File: config.mk
export PLATFORM = sky130hd
export DESIGN_NAME = sram_wait_ctrl
export DESIGN_NICKNAME = d
export VERILOG_FILES = /design/src/rtl/sram_wait_pkg.sv /design/src/rtl/sram_req_latch.sv /design/src/rtl/sram_phase_fsm.sv /design/src/rtl/sram_pin_drive.sv /design/src/rtl/sram_wait_ctrl.sv
export SDC_FILE = /design/constraint.sdc
export NUM_CORES = 1
export LEC_CHECK = 0
export BUFFER_PORTS_ARGS = -buffer_cell sky130_fd_sc_hd__buf_4
export CORE_MARGIN = 10
export CORE_UTILIZATION = 42
export DETAILED_ROUTE_END_ITERATION = 10
export PLACE_DENSITY = 0.73
export SYNTH_ARGS = -nofsm -noshare
export SYNTH_HDL_FRONTEND = slang
export SYNTH_SLANG_ARGS = --single-unit
File: constraint.sdc
create_clock -name clk -period 3 [get_ports clk]
set_input_delay 0.3 -clock clk [delete_from_list [all_inputs] [get_ports clk]]
set_output_delay 0.3 -clock clk [all_outputs]
set_load 0.1 [all_outputs]
File: src/rtl/sram_wait_pkg.sv
package sram_wait_pkg;

  typedef enum logic [2:0] {
    PH_IDLE = 3'd0,
    PH_T1   = 3'd1,
    PH_TW   = 3'd2,
    PH_TWE  = 3'd3,
    PH_T2   = 3'd4
  } bus_phase_e;

  // The bus is owned from T1 through T2.
  function automatic logic phase_active(input bus_phase_e p);
    return (p != PH_IDLE);
  endfunction

  // Ready is looked at on the edge closing the last Tw or any Twe.
  function automatic logic rdy_sample_point(input bus_phase_e p, input logic cnt_zero);
    return ((p == PH_TW) && cnt_zero) || (p == PH_TWE);
  endfunction

  // Clocks with chip select low for a transfer.
  function automatic int cycle_len(input int sw_waits, input int ext_waits);
    return (sw_waits == 0) ? 2 : (sw_waits + ext_waits + 2);
  endfunction

endpackage

File: src/rtl/sram_req_latch.sv
module sram_req_latch #(
  parameter int ADDR_W = 26,
  parameter int DATA_W = 32,
  parameter int WAIT_W = 4
) (
  input  logic              clk,
  input  logic              rst_n,
  input  logic              accept,
  input  logic              req_write,
  input  logic [ADDR_W-1:0] req_addr,
  input  logic [DATA_W-1:0] req_wdata,
  input  logic              req_dma,
  input  logic [WAIT_W-1:0] cfg_sw_waits,
  output logic              q_write,
  output logic [ADDR_W-1:0] q_addr,
  output logic [DATA_W-1:0] q_wdata,
  output logic              q_dma,
  output logic [WAIT_W-1:0] q_waits
);

  always_ff @(posedge clk) begin
    if (!rst_n) begin
      q_write <= 1'b0;
      q_addr  <= '0;
      q_wdata <= '0;
      q_dma   <= 1'b0;
      q_waits <= '0;
    end else if (accept) begin
      q_write <= req_write;
      q_addr  <= req_addr;
      q_wdata <= req_wdata;
      q_dma   <= req_dma;
      q_waits <= cfg_sw_waits;
    end
  end

  // Request fields only change on an accepted start.
  AST_LATCH_HOLD: assert property (@(posedge clk) disable iff (!rst_n)
    !accept |=> ($stable(q_addr) && $stable(q_write) && $stable(q_waits))) else $error("latch moved");

endmodule

File: src/rtl/sram_phase_fsm.sv
module sram_phase_fsm
  import sram_wait_pkg::*;
#(
  parameter int WAIT_W = 4
) (
  input  logic              clk,
  input  logic              rst_n,
  input  logic              req_start,
  input  logic [WAIT_W-1:0] q_waits,
  input  logic              mem_rdy_n,
  output bus_phase_e        phase,
  output logic              accept,
  output logic              ev_sample,
  output logic              ev_extend,
  output logic              ev_finish
);

  localparam logic [WAIT_W-1:0] CNT_ONE = WAIT_W'(1);

  bus_phase_e        phase_q, phase_d;
  logic [WAIT_W-1:0] cnt_q, cnt_d;
  logic              cnt_zero;

  assign cnt_zero  = (cnt_q == '0);
  assign accept    = (phase_q == PH_IDLE) && req_start;
  assign ev_sample = rdy_sample_point(phase_q, cnt_zero);
  assign ev_extend = ev_sample && mem_rdy_n;
  assign ev_finish = (phase_q == PH_T2);
  assign phase     = phase_q;

  always_comb begin
    phase_d = phase_q;
    cnt_d   = cnt_q;
    unique case (phase_q)
      PH_IDLE: if (accept) phase_d = PH_T1;
      PH_T1: begin
        if (q_waits == '0) begin
          phase_d = PH_T2;
        end else begin
          phase_d = PH_TW;
          cnt_d   = q_waits - CNT_ONE;
        end
      end
      PH_TW: begin
        if (!cnt_zero) begin
          cnt_d = cnt_q - CNT_ONE;
        end else begin
          phase_d = mem_rdy_n ? PH_TWE : PH_T2;
        end
      end
      PH_TWE: phase_d = mem_rdy_n ? PH_TWE : PH_T2;
      PH_T2:  phase_d = PH_IDLE;
      default: phase_d = PH_IDLE;
    endcase
  end

  always_ff @(posedge clk) begin
    if (!rst_n) begin
      phase_q <= PH_IDLE;
      cnt_q   <= '0;
    end else begin
      phase_q <= phase_d;
      cnt_q   <= cnt_d;
    end
  end

  AST_T1_SINGLE: assert property (@(posedge clk) disable iff (!rst_n)
    (phase_q == PH_T1) |=> (phase_q != PH_T1)) else $error("T1 repeated");
  AST_ZERO_WAIT_DIRECT: assert property (@(posedge clk) disable iff (!rst_n)
    (phase_q == PH_T1 && q_waits == '0) |=> (phase_q == PH_T2)) else $error("zero wait path");
  AST_EARLY_RDY_IGNORED: assert property (@(posedge clk) disable iff (!rst_n)
    (phase_q == PH_T1 && q_waits != '0) |=> (phase_q == PH_TW)) else $error("T1 not to Tw");
  AST_NOTREADY_EXTENDS: assert property (@(posedge clk) disable iff (!rst_n)
    ev_extend |=> (phase_q == PH_TWE)) else $error("no extension");
  AST_READY_CLOSES: assert property (@(posedge clk) disable iff (!rst_n)
    (ev_sample && !mem_rdy_n) |=> (phase_q == PH_T2)) else $error("no T2 after ready");
  AST_T2_TO_IDLE: assert property (@(posedge clk) disable iff (!rst_n)
    ev_finish |=> (phase_q == PH_IDLE)) else $error("T2 not closing");

endmodule

File: src/rtl/sram_pin_drive.sv
module sram_pin_drive
  import sram_wait_pkg::*;
#(
  parameter int ADDR_W = 26,
  parameter int DATA_W = 32
) (
  input  logic              clk,
  input  logic              rst_n,
  input  bus_phase_e        phase,
  input  logic              q_write,
  input  logic [ADDR_W-1:0] q_addr,
  input  logic [DATA_W-1:0] q_wdata,
  input  logic              q_dma,
  input  logic [DATA_W-1:0] mem_rdata,
  output logic [ADDR_W-1:0] mem_addr,
  output logic              mem_cs_n,
  output logic              mem_rw_n,
  output logic              mem_rd_n,
  output logic              mem_we_n,
  output logic              mem_bs_n,
  output logic              mem_dack_n,
  output logic [DATA_W-1:0] mem_wdata,
  output logic              mem_wdata_oe,
  output logic [DATA_W-1:0] rsp_rdata,
  output logic              rsp_done
);

  logic on_bus, rd_cyc, wr_cyc, capture;

  assign on_bus  = phase_active(phase);
  assign rd_cyc  = on_bus && !q_write;
  assign wr_cyc  = on_bus && q_write;
  assign capture = (phase == PH_T2) && !q_write;

  assign mem_addr     = q_addr;
  assign mem_cs_n     = !on_bus;
  assign mem_rw_n     = !wr_cyc;
  assign mem_rd_n     = !rd_cyc;
  assign mem_we_n     = !wr_cyc;
  assign mem_bs_n     = (phase != PH_T1);
  assign mem_dack_n   = !(on_bus && q_dma);
  assign mem_wdata    = wr_cyc ? q_wdata : '0;
  assign mem_wdata_oe = wr_cyc;

  always_ff @(posedge clk) begin
    if (!rst_n) begin
      rsp_rdata <= '0;
      rsp_done  <= 1'b0;
    end else begin
      rsp_done <= (phase == PH_T2);
      if (capture) rsp_rdata <= mem_rdata;
    end
  end

  AST_DONE_PULSE: assert property (@(posedge clk) disable iff (!rst_n)
    rsp_done |=> !rsp_done) else $error("done too long");
  AST_STROBE_EXCL: assert property (@(posedge clk) disable iff (!rst_n)
    $onehot0({!mem_rd_n, !mem_we_n})) else $error("both strobes");

endmodule

File: src/rtl/sram_wait_ctrl.sv
module sram_wait_ctrl
  import sram_wait_pkg::*;
#(
  parameter int ADDR_W = 26,
  parameter int DATA_W = 32,
  parameter int WAIT_W = 4
) (
  input  logic              clk,
  input  logic              rst_n,
  input  logic              req_start,
  input  logic              req_write,
  input  logic [ADDR_W-1:0] req_addr,
  input  logic [DATA_W-1:0] req_wdata,
  input  logic              req_dma,
  input  logic [WAIT_W-1:0] cfg_sw_waits,
  output logic              req_ready,
  output logic              rsp_done,
  output logic [DATA_W-1:0] rsp_rdata,
  output logic [ADDR_W-1:0] mem_addr,
  output logic              mem_cs_n,
  output logic              mem_rw_n,
  output logic              mem_rd_n,
  output logic              mem_we_n,
  output logic              mem_bs_n,
  output logic              mem_dack_n,
  output logic [DATA_W-1:0] mem_wdata,
  output logic              mem_wdata_oe,
  input  logic [DATA_W-1:0] mem_rdata,
  input  logic              mem_rdy_n
);

  bus_phase_e        phase;
  logic              accept, ev_sample, ev_extend, ev_finish;
  logic              q_write, q_dma;
  logic [ADDR_W-1:0] q_addr;
  logic [DATA_W-1:0] q_wdata;
  logic [WAIT_W-1:0] q_waits;

  assign req_ready = (phase == PH_IDLE);

  sram_req_latch #(.ADDR_W(ADDR_W), .DATA_W(DATA_W), .WAIT_W(WAIT_W)) u_latch (
    .clk(clk), .rst_n(rst_n), .accept(accept),
    .req_write(req_write), .req_addr(req_addr), .req_wdata(req_wdata),
    .req_dma(req_dma), .cfg_sw_waits(cfg_sw_waits),
    .q_write(q_write), .q_addr(q_addr), .q_wdata(q_wdata),
    .q_dma(q_dma), .q_waits(q_waits)
  );

  sram_phase_fsm #(.WAIT_W(WAIT_W)) u_fsm (
    .clk(clk), .rst_n(rst_n), .req_start(req_start), .q_waits(q_waits),
    .mem_rdy_n(mem_rdy_n), .phase(phase), .accept(accept),
    .ev_sample(ev_sample), .ev_extend(ev_extend), .ev_finish(ev_finish)
  );

  sram_pin_drive #(.ADDR_W(ADDR_W), .DATA_W(DATA_W)) u_pins (
    .clk(clk), .rst_n(rst_n), .phase(phase),
    .q_write(q_write), .q_addr(q_addr), .q_wdata(q_wdata), .q_dma(q_dma),
    .mem_rdata(mem_rdata),
    .mem_addr(mem_addr), .mem_cs_n(mem_cs_n), .mem_rw_n(mem_rw_n),
    .mem_rd_n(mem_rd_n), .mem_we_n(mem_we_n), .mem_bs_n(mem_bs_n),
    .mem_dack_n(mem_dack_n), .mem_wdata(mem_wdata), .mem_wdata_oe(mem_wdata_oe),
    .rsp_rdata(rsp_rdata), .rsp_done(rsp_done)
  );

  AST_ADDR_STABLE: assert property (@(posedge clk) disable iff (!rst_n)
    (!mem_cs_n && $past(!mem_cs_n)) |-> $stable(mem_addr)) else $error("address moved");
  AST_BUSY_START_IGNORED: assert property (@(posedge clk) disable iff (!rst_n)
    (!req_ready && req_start) |=> !(phase == PH_T1)) else $error("start taken while busy");
  AST_BS_ALONE: assert property (@(posedge clk) disable iff (!rst_n)
    !mem_bs_n |=> mem_bs_n) else $error("bus start too long");
  AST_FINISH_TO_DONE: assert property (@(posedge clk) disable iff (!rst_n)
    ev_finish |=> (rsp_done && req_ready)) else $error("done missing");

endmodule

After elaboration in Yosys (flattened, before gate mapping) --
Index checks and enable logic that the tools add are counted.
Storage, ports and cells: bits in registers 104, memories 0, latch bits 0, word-level logic and storage cells 46, bits in writable memories 0, bits in read-only memories 0
Cells by class: reduce and logical (&&, ||, !) cells 17, equality and inequality tests 9, divide/modulo/power cells 0, multipliers 0, bitwise operators 0, muxes and demuxes 9, add/subtract/negate cells 2, magnitude comparators 0, shift operators 0
Operator list (number):
- $mux 32 | 1
- $mux 3 | 4
- $pmux 3 s4 | 1
- $logic_not 4->1 | 2
- $mux 4 | 2
- $pmux 4 s2 | 1
- $sub 4x1->4 const B | 2
- $eq 3x2->1 const B | 2
- $logic_and 1x1->1 | 5
- $logic_not 1->1 | 5
- $ne 2x1->1 const B | 2
- $ne 2x2->1 const B | 2
- $eq 3x1->1 const B | 1
- $eq 3x3->1 const B | 1
- $logic_not 3->1 | 1
- $ne 3x1->1 const B | 1
- $reduce_and 3->1 | 1
- $reduce_bool 3->1 | 1
- $reduce_and 2->1 | 1
- $reduce_bool 2->1 | 1

Depth between registers and ports, before layout --
Gate-level depths: netlist of run 1.
word-level depth 4, gate-level depth with buffers 9

Cells and area by module --
From an unflattened synthesis of run 1, not the netlist that was laid out.
Second synthesis, totals: cell total of the unflattened synthesis 470, area total of the unflattened synthesis 4680.7 µm²
By module, submodules not included:
- sram_req_latch | seq. area each 1281.2 µm², cells each 206, instances 1, area each 2451.1 µm²
- sram_pin_drive | seq. area each 660.6 µm², cells each 210, instances 1, area each 1769.2 µm²
- sram_phase_fsm | seq. area each 140.1 µm², cells each 53, instances 1, area each 450.4 µm²
- sram_wait_ctrl | seq. area each 0.0 µm², cells each 1, instances 1, area each 10.0 µm²

Least setup slack after synthesis of run 1 --
OpenSTA, ideal clock, no wires.
path kind register -> output, start reg u_fsm.phase_q[0], in the netlist u_fsm.phase[0], end out mem_we_n, arrival time 2602 ps, cell stages (with the launch flop) 7, path slack 98 ps, data required time 2700 ps, cells stage by stage dfxtp_1 -> buf_6 -> or3_1 -> buf_6 -> and2_1 -> inv_1 -> buf_4
Between the ends: cells in the longest elaborated chain, start to end 3
Ends and longest elaborated chain:
- start: declaration | RTL line sram_phase_fsm.sv:20 | bus_phase_e phase_q, phase_d;
- start signal: assignment | RTL line sram_phase_fsm.sv:62 | phase_q <= phase_d;
- $reduce_bool 3->1 | RTL line sram_wait_pkg.sv:13 | return (p != PH_IDLE);
- $logic_and 1x1->1 | RTL line sram_pin_drive.sv:32 | assign wr_cyc = on_bus && q_write;
- net mem_wdata_oe | RTL line sram_wait_ctrl.sv:27 | output logic mem_wdata_oe,
- $logic_not 1->1
- end: declaration | RTL line sram_wait_ctrl.sv:23 | output logic mem_we_n,
The timed path passes the listed nets, and every way through them passes these cells.

Final worst setup path of run 1 --
start reg u_fsm.phase_q[1], in the netlist u_fsm.phase[1], end out mem_wdata[26]
Between the ends: cells in the longest elaborated chain, start to end 3
Ends and longest elaborated chain:
- $reduce_bool 3->1 | RTL line sram_wait_pkg.sv:13
- $logic_and 1x1->1 | RTL line sram_pin_drive.sv:32
- $mux 32 | RTL line sram_pin_drive.sv:42 | assign mem_wdata = wr_cyc ? q_wdata : '0;
- end: declaration | RTL line sram_wait_ctrl.sv:26 | output logic [DATA_W-1:0] mem_wdata,
No other way between the ends.

==> flow_summary_export.csv, run 1 <==
group,metric,value,unit
critical_path,cp.buffers_inverters,2,
routing,via_count,4009,
sta,drv_slew,0,
routing,viasPerCell,4.84,
grt,grt_util_all_layers,15.8,%
power_and_ir_drop,p_int,2.19,mW
routing,drt_iter0_markers,348,
yosys,syn-num-nets,616,
finish,multi_input_area,0.00204,mm^2
routing,wire_per_inst,15.3,um
clock_tree,clk_path_buf_depth,2,
clock_tree,htree_levels,3,
grt,grt_pass1_vias,3918,
yosys,postSynthCellCount,515,
critical_path,slowest_delay,0.57,ns
sta,slew_headroom,29.9,%
critical_path,arrival,2.26,ns
critical_path,critPathKind,"flip-flop to output port",
run_status,outcome,"complete, no violations",
yosys,synth_xor_area_share,0,%
die,die_h,122,um
finish,num-fill-cells,963,
critical_path,path_depth,4,
yosys,ys_types,41,
clock_tree,cts_root_buffer,"clkbuf_8",
clock_tree,cts_setup_buffers,0,
critical_path,critPathSlowestCell,"dfxtp_1",
die,die_area,0.0149,mm^2
yosys,yosysTopAreaCell,"dfxtp_1",
finish,regArea,0.00208,mm^2
critical_path,crit_chain,"or3_1 -> buf_4 -> and3_1 -> buf_4",
yosys,mappedNetlistArea,0.00437,mm^2
critical_path,crit_path_max_fanout,19,
yosys,synth_compound_area_share,19.6,%
finish,design_area,0.00607,mm^2
routing,post-route-drc-count,0,
placed_design,post-dp-hpwl,9240,um
clock_tree,cts_made_buffers,9,
critical_path,rrSetupSlack,0.82,ns
clock_tree,holdBufCountCts,0,
yosys,ys_warn_count,0,
finish,area_growth,38.8,%
die,coreArea,0.0102,mm^2
yosys,ys.flop_type,"dfxtp_1",
routing,ant_nets,0,
flow_run,maxCapViolCount,0,
die,rows,37,
finish,layout-drive-gt1-share,35.5,%
yosys,synth_simple_gate_area_share,25.3,%
hold_path,min-delay-path-class,"input pin to flip-flop",
yosys,seq_area_frac_synth,47.6,%
power_and_ir_drop,p_seq_share,43.8,%
sta,finalSetupTns,0,ns
sta,final_min_period_over_clock_period,85.4,%
critical_path,crit_top_cell,"buf_4",
sta,period_needed,2.56,ns
power_and_ir_drop,p_clk_share,25.9,%
sta,setup_violations,0,
yosys,synthMuxAreaShare,1.17,%
sta,tightest_slew,1.05,ns
die,start_util,42.7,%
yosys,synth_area_leaders,"dfxtp_1, nand2_1, a21boi_1, a21boi_0, and3_1",
yosys,synth_seq_cells,104,
yosys,synth_top_family_by_area,"simple AND/OR/NAND/NOR gates",
critical_path,critPathTopFamily,"simple AND/OR/NAND/NOR gates",
sta,hold_viol,0,
sta,hold_slack,0.165,ns
die,io_pins,199,
finish,antenna_cells,0,
placed_design,place_ws,0.830,ns
power_and_ir_drop,sw_frac_of_total,38.2,%
die,fp.dieW,122,um
power_and_ir_drop,p_total,3.54,mW
routing,first_pass_iters,4,
clock_tree,cts_resized,0,
critical_path,start_kind,"flip-flop",
sta,fin_skew,0.0203,ns
sta,setup_slack,0.437,ns
sta,fmax,390,MHz
power_and_ir_drop,power_density,584,mW/mm^2
clock_tree,clock_sink_count,104,
clock_tree,cts_tree,"built",
yosys,async_reset_ff_share,0,%
sta,rsz0062_at_grt,"no",
placed_design,gp_congestion,0.761,
grt,grt_max_degree,105,
yosys,synth_edf_count,0,
placed_design,post_dp_cell_area,0.00586,mm^2
power_and_ir_drop,pwr-share-comb,30.3,%
yosys,avgSynthCellArea,8.49,um^2
finish,postLayoutCoreUtil,59.3,%
routing,routed_wl,12600,um
clock_tree,insertion_delay,0.36,ns
placed_design,portBuffers,198,
critical_path,endpoint_kind,"output port",
power_and_ir_drop,ir_drop,0.384,mV
placed_design,dp.cells,812,
grt,grt_pass1_wl,19500,um
finish,nets,788,
critical_path,rr_worst_depth,6,
power_and_ir_drop,p_leak,2.74,nW
yosys,synthAdderAreaFrac,0.286,%
power_and_ir_drop,switchingPower,1.35,mW
finish,final_cells,828,
clock_tree,cts.clk_slew.worst_paths,0.12,ns
yosys,synth_top_area_share,47.6,%
critical_path,critPathRequiredTime,2.70,ns
grt,overflow,0,
grt,antenna_found_initial,0,
hold_path,holdPathStages,3,
routing by layer:
metal  GRT usage (%)  vias to the layer above  part of all wire, %
li1                -                     2031                    -
met1            19.4                     1819                   43
met2            24.8                      147                   45
met3            7.31                       12                   11
met4            3.80                        0                 0.92
met5               0                        -                    0
worst reg2reg max path, cell delays in order (launching register included):
cell and delay (ns):
dfxtp_1 0.44, or3_1 0.61, clkinv_2 0.17, and2_4 0.36, buf_12 0.26, nand2_1 0.10, a21boi_1 0.15
power groups by stage:
stage	clock network [mW]	logic [mW]	registers [mW]
after detailed placement	0	1.08	1.58
after floorplan	0	0.513	1.88
after global routing	1.01	1.14	1.57
after global placement	0	1.06	1.58
final	0.919	1.07	1.55
after CTS	0.950	1.08	1.55
path summary, 6_finish.rpt:
kind,from,end
hold reg to reg,u_latch.q_wdata[0],u_latch.q_wdata[0]
hold / removal,req_addr[23],u_latch.q_addr[23]
setup reg to reg,u_fsm.phase[1],u_latch.q_addr[2]
setup / recovery,u_fsm.phase[1],mem_wdata[26]
cells in the mapped netlist (3+ instances only):
cell and number:
nand2_1 189, dfxtp_1 104, a21boi_1 55, and3_1 33, a21boi_0 32, clkbuf_1 29
a21boi_2 10, nand2_2 10, buf_6 7, inv_1 4, mux2i_1 4, buf_4 3
nor2_1 3
registers in the layout (all words and copies together) (netlist names):
| name | flops |
|---|---|
| u_pins.rsp_rdata | 32 |
| u_fsm.phase | 3 |
| u_pins.rsp_done | 1 |
| u_fsm.cnt_q | 4 |
| u_latch.q_dma | 1 |
| u_latch.q_wdata | 32 |
| u_latch.q_addr | 26 |
| u_latch.q_waits | 4 |
| u_latch.q_write | 1 |
final cells by class:
cell class              instances  share of cell area [%]
repair buffers                203                    25.5
clock inverters                 7                    1.42
clock buffers                   9                    2.04
inverters                       5                   0.330
multi-input cells             364                    33.6
flip-flops and latches        104                    34.3
well taps                     136                    2.80
cell families after synthesis:
kind of cell               after synthesis
adders and majority gates                1
and+or+nand+nor                        250
muxes                                    5
buffers and inverters                   47
DFF                                    104
AOI/OAI and AO/OA                      108
cell usage in the layout, fill, tap and decap left out, types with 2 or more instances in the layout:
cell type  synthesis  routed
a21boi_0          32      32
a21boi_1          55      55
a21boi_2          10      10
a22oi_1            2       2
and3_1            33      33
buf_12             0       2
buf_4              3     201
clkbuf_8           0       9
clkinv_4           0       2
dfxtp_1          104     104
inv_1              4       4
inv_8              0       2
mux2i_1            4       4
nand2_1          189     188
nand2_2           10      11
nor2_1             3       3
nor2b_1            2       2
nor3_1             2       2
Note: power is estimated with default switching activity, not from simulation.
==> inputs of run 2 (changes only) <==
--- a/config.mk
+++ b/config.mk
@@ -6,10 +6,12 @@
 export NUM_CORES = 1
 export LEC_CHECK = 0
 export BUFFER_PORTS_ARGS = -buffer_cell sky130_fd_sc_hd__buf_4
+export CELL_PAD_IN_SITES_DETAIL_PLACEMENT = 0
+export CELL_PAD_IN_SITES_GLOBAL_PLACEMENT = 2
 export CORE_MARGIN = 10
-export CORE_UTILIZATION = 42
+export CORE_UTILIZATION = 28
 export DETAILED_ROUTE_END_ITERATION = 10
-export PLACE_DENSITY = 0.73
+export PLACE_DENSITY_LB_ADDON = 0.1
 export SYNTH_ARGS = -nofsm -noshare
 export SYNTH_HDL_FRONTEND = slang
 export SYNTH_SLANG_ARGS = --single-unit
==> run 2 against run 1 <==
Compared with the run above:
- via count shrank 1.6%
- core utilization shrank 18 points
- final cell count grew 8.9%
- combinational power is essentially flat
- worst hold slack gained 0.031 ns
- non-clock buffer count is the same
- setup slack gained 0.19 ns
- critical path depth shrank 1
- clock power grew 32%
- clock-buffer cell count grew 3
- fmax grew 8.0%
- sequential power is essentially flat
- largest power group unchanged
- highest routed layer unchanged
==> flow_summary_export.csv, run 2 (synthesis results as in run 1) <==
group,metric,value,unit
finish,final_cells,902,
run_status,outcome,"complete, no violations",
sta,hold_viol,0,
die,start_util,28.7,%
clock_tree,cts.clk_slew.worst_paths,0.07,ns
clock_tree,insertion_delay,0.34,ns
sta,rsz0062_at_grt,"no",
sta,finalSetupTns,0,ns
placed_design,post-dp-hpwl,9530,um
placed_design,post_dp_cell_area,0.00594,mm^2
finish,layout_commonest_cell,"buf_4",
routing,wire_per_inst,15.1,um
sta,slew_headroom,32.4,%
grt,overflow,0,
routing,post-route-drc-count,0,
critical_path,start_kind,"flip-flop",
placed_design,gp_congestion,0.692,
sta,tightest_slew,1.01,ns
finish,postLayoutCoreUtil,40.9,%
clock_tree,cts_resized,0,
routing,routed_wl,13600,um
sta,final_min_period_over_clock_period,79.1,%
finish,reg.largest.list,"u_latch.q_wdata x32, u_pins.rsp_rdata x32, u_latch.q_addr x26",
routing,drt_iter0_markers,166,
clock_tree,cts_setup_buffers,0,
critical_path,critPathKind,"flip-flop to output port",
power_and_ir_drop,p_leak,2.79,nW
grt,grt_util_all_layers,12.4,%
sta,drv_slew,0,
clock_tree,holdBufCountCts,0,
sta,hold_slack,0.196,ns
grt,grt_pass1_wl,21500,um
die,io_pins,199,
power_and_ir_drop,power_density,613,mW/mm^2
critical_path,crit_path_max_fanout,34,
finish,design_area,0.00625,mm^2
hold_path,min-delay-path-class,"input pin to flip-flop",
placed_design,dp.cells,887,
finish,nets,788,
critical_path,arrival,2.07,ns
finish,num-fill-cells,1567,
routing,ant_nets,0,
grt,antenna_found_initial,0,
flow_run,maxCapViolCount,0,
clock_tree,cts_made_buffers,9,
finish,layout-drive-gt1-share,35.5,%
grt,grt_max_degree,105,
grt,grt_pass1_vias,4020,
die,die_area,0.0210,mm^2
sta,period_needed,2.37,ns
power_and_ir_drop,ir_drop,0.280,mV
die,fp.dieW,145,um
clock_tree,cts_tree,"built",
finish,antenna_cells,0,
routing,viasPerCell,4.37,
critical_path,critPathRequiredTime,2.70,ns
clock_tree,cts_root_buffer,"clkbuf_16",
critical_path,endpoint_kind,"output port",
sta,setup_violations,0,
sta,fin_skew,0.00586,ns
clock_tree,htree_levels,3,
die,die_h,145,um
clock_tree,clock_sink_count,104,
die,coreArea,0.0153,mm^2
finish,area_growth,42.8,%
placed_design,portBuffers,198,
routing,via_count,3946,
finish,layout_common_cells,"buf_4, nand2_1, dfxtp_1, a21boi_1, and3_1",
clock_tree,clk_path_buf_depth,2,
routing,first_pass_iters,4,
die,rows,45,
sta,fmax,422,MHz
==> run 2: changes by cell type in the layout (fill, tap and decap cells not counted) <==
cell	delta
clkinv_4	-2
clkbuf_16	+9
buf_12	-1
clkbuf_8	-6
inv_8	-2
clkinvlp_4	-1
buf_4	+1
inv_6	-1
clkinv_2	+2
==> run 2: where the power goes <==
group          leakage (nW)  internal [mW]  switching (mW)
sequential            0.849           1.48          0.0684
combinational          1.79          0.298           0.774
clock                 0.154          0.708           0.500
total                  2.79           2.49            1.34
==> run 2: metal layers <==
layer,wire [um],part of all wire (%),up-vias,GRT usage (%)
met2,6540,48,116,21.0
met5,0,0,-,0
met1,5860,43,1798,13.9
li1,-,-,2023,-
met3,1120,8.2,9,5.87
met4,99,0.73,0,2.60
==> run 2: worst paths after layout <==
check	start	slack [ns]	cells after the start	to
worst max-delay path	u_latch.q_write	0.63	3	mem_wdata[15]
worst min-delay path	req_addr[24]	0.20	3	u_latch.q_addr[24]
worst max register to register	u_latch.q_write	0.94	5	u_pins.rsp_rdata[13]
worst min register to register	u_latch.q_wdata[10]	0.45	2	u_latch.q_wdata[10]
==> run 2: per-stage QoR <==
stage / setup WS (ns) / total power [mW]
CTS: 0.582 / 3.92
global placement: 0.982 / 2.66
detailed placement: 0.905 / 2.67
finish: 0.628 / 3.83
floorplan: 0.0975 / 2.39
global route: 0.455 / 4.03
==> run 2: final cells by class <==
cell class              instances  area [um^2]  share of cell area [%]
multi-input cells             364         2040                    32.6
repair buffers                203         1540                    24.6
clock inverters                 3         40.0                   0.641
inverters                       5         20.0                   0.321
well taps                     211          264                    4.23
flip-flops and latches        104         2080                    33.3
clock buffers                  12          267                    4.27
==> run 2: worst max-delay path, stage by stage (launching register included) <==
cell and delay (ns):
dfxtp_1 0.98, buf_4 0.28, and3_1 0.15, buf_4 0.29
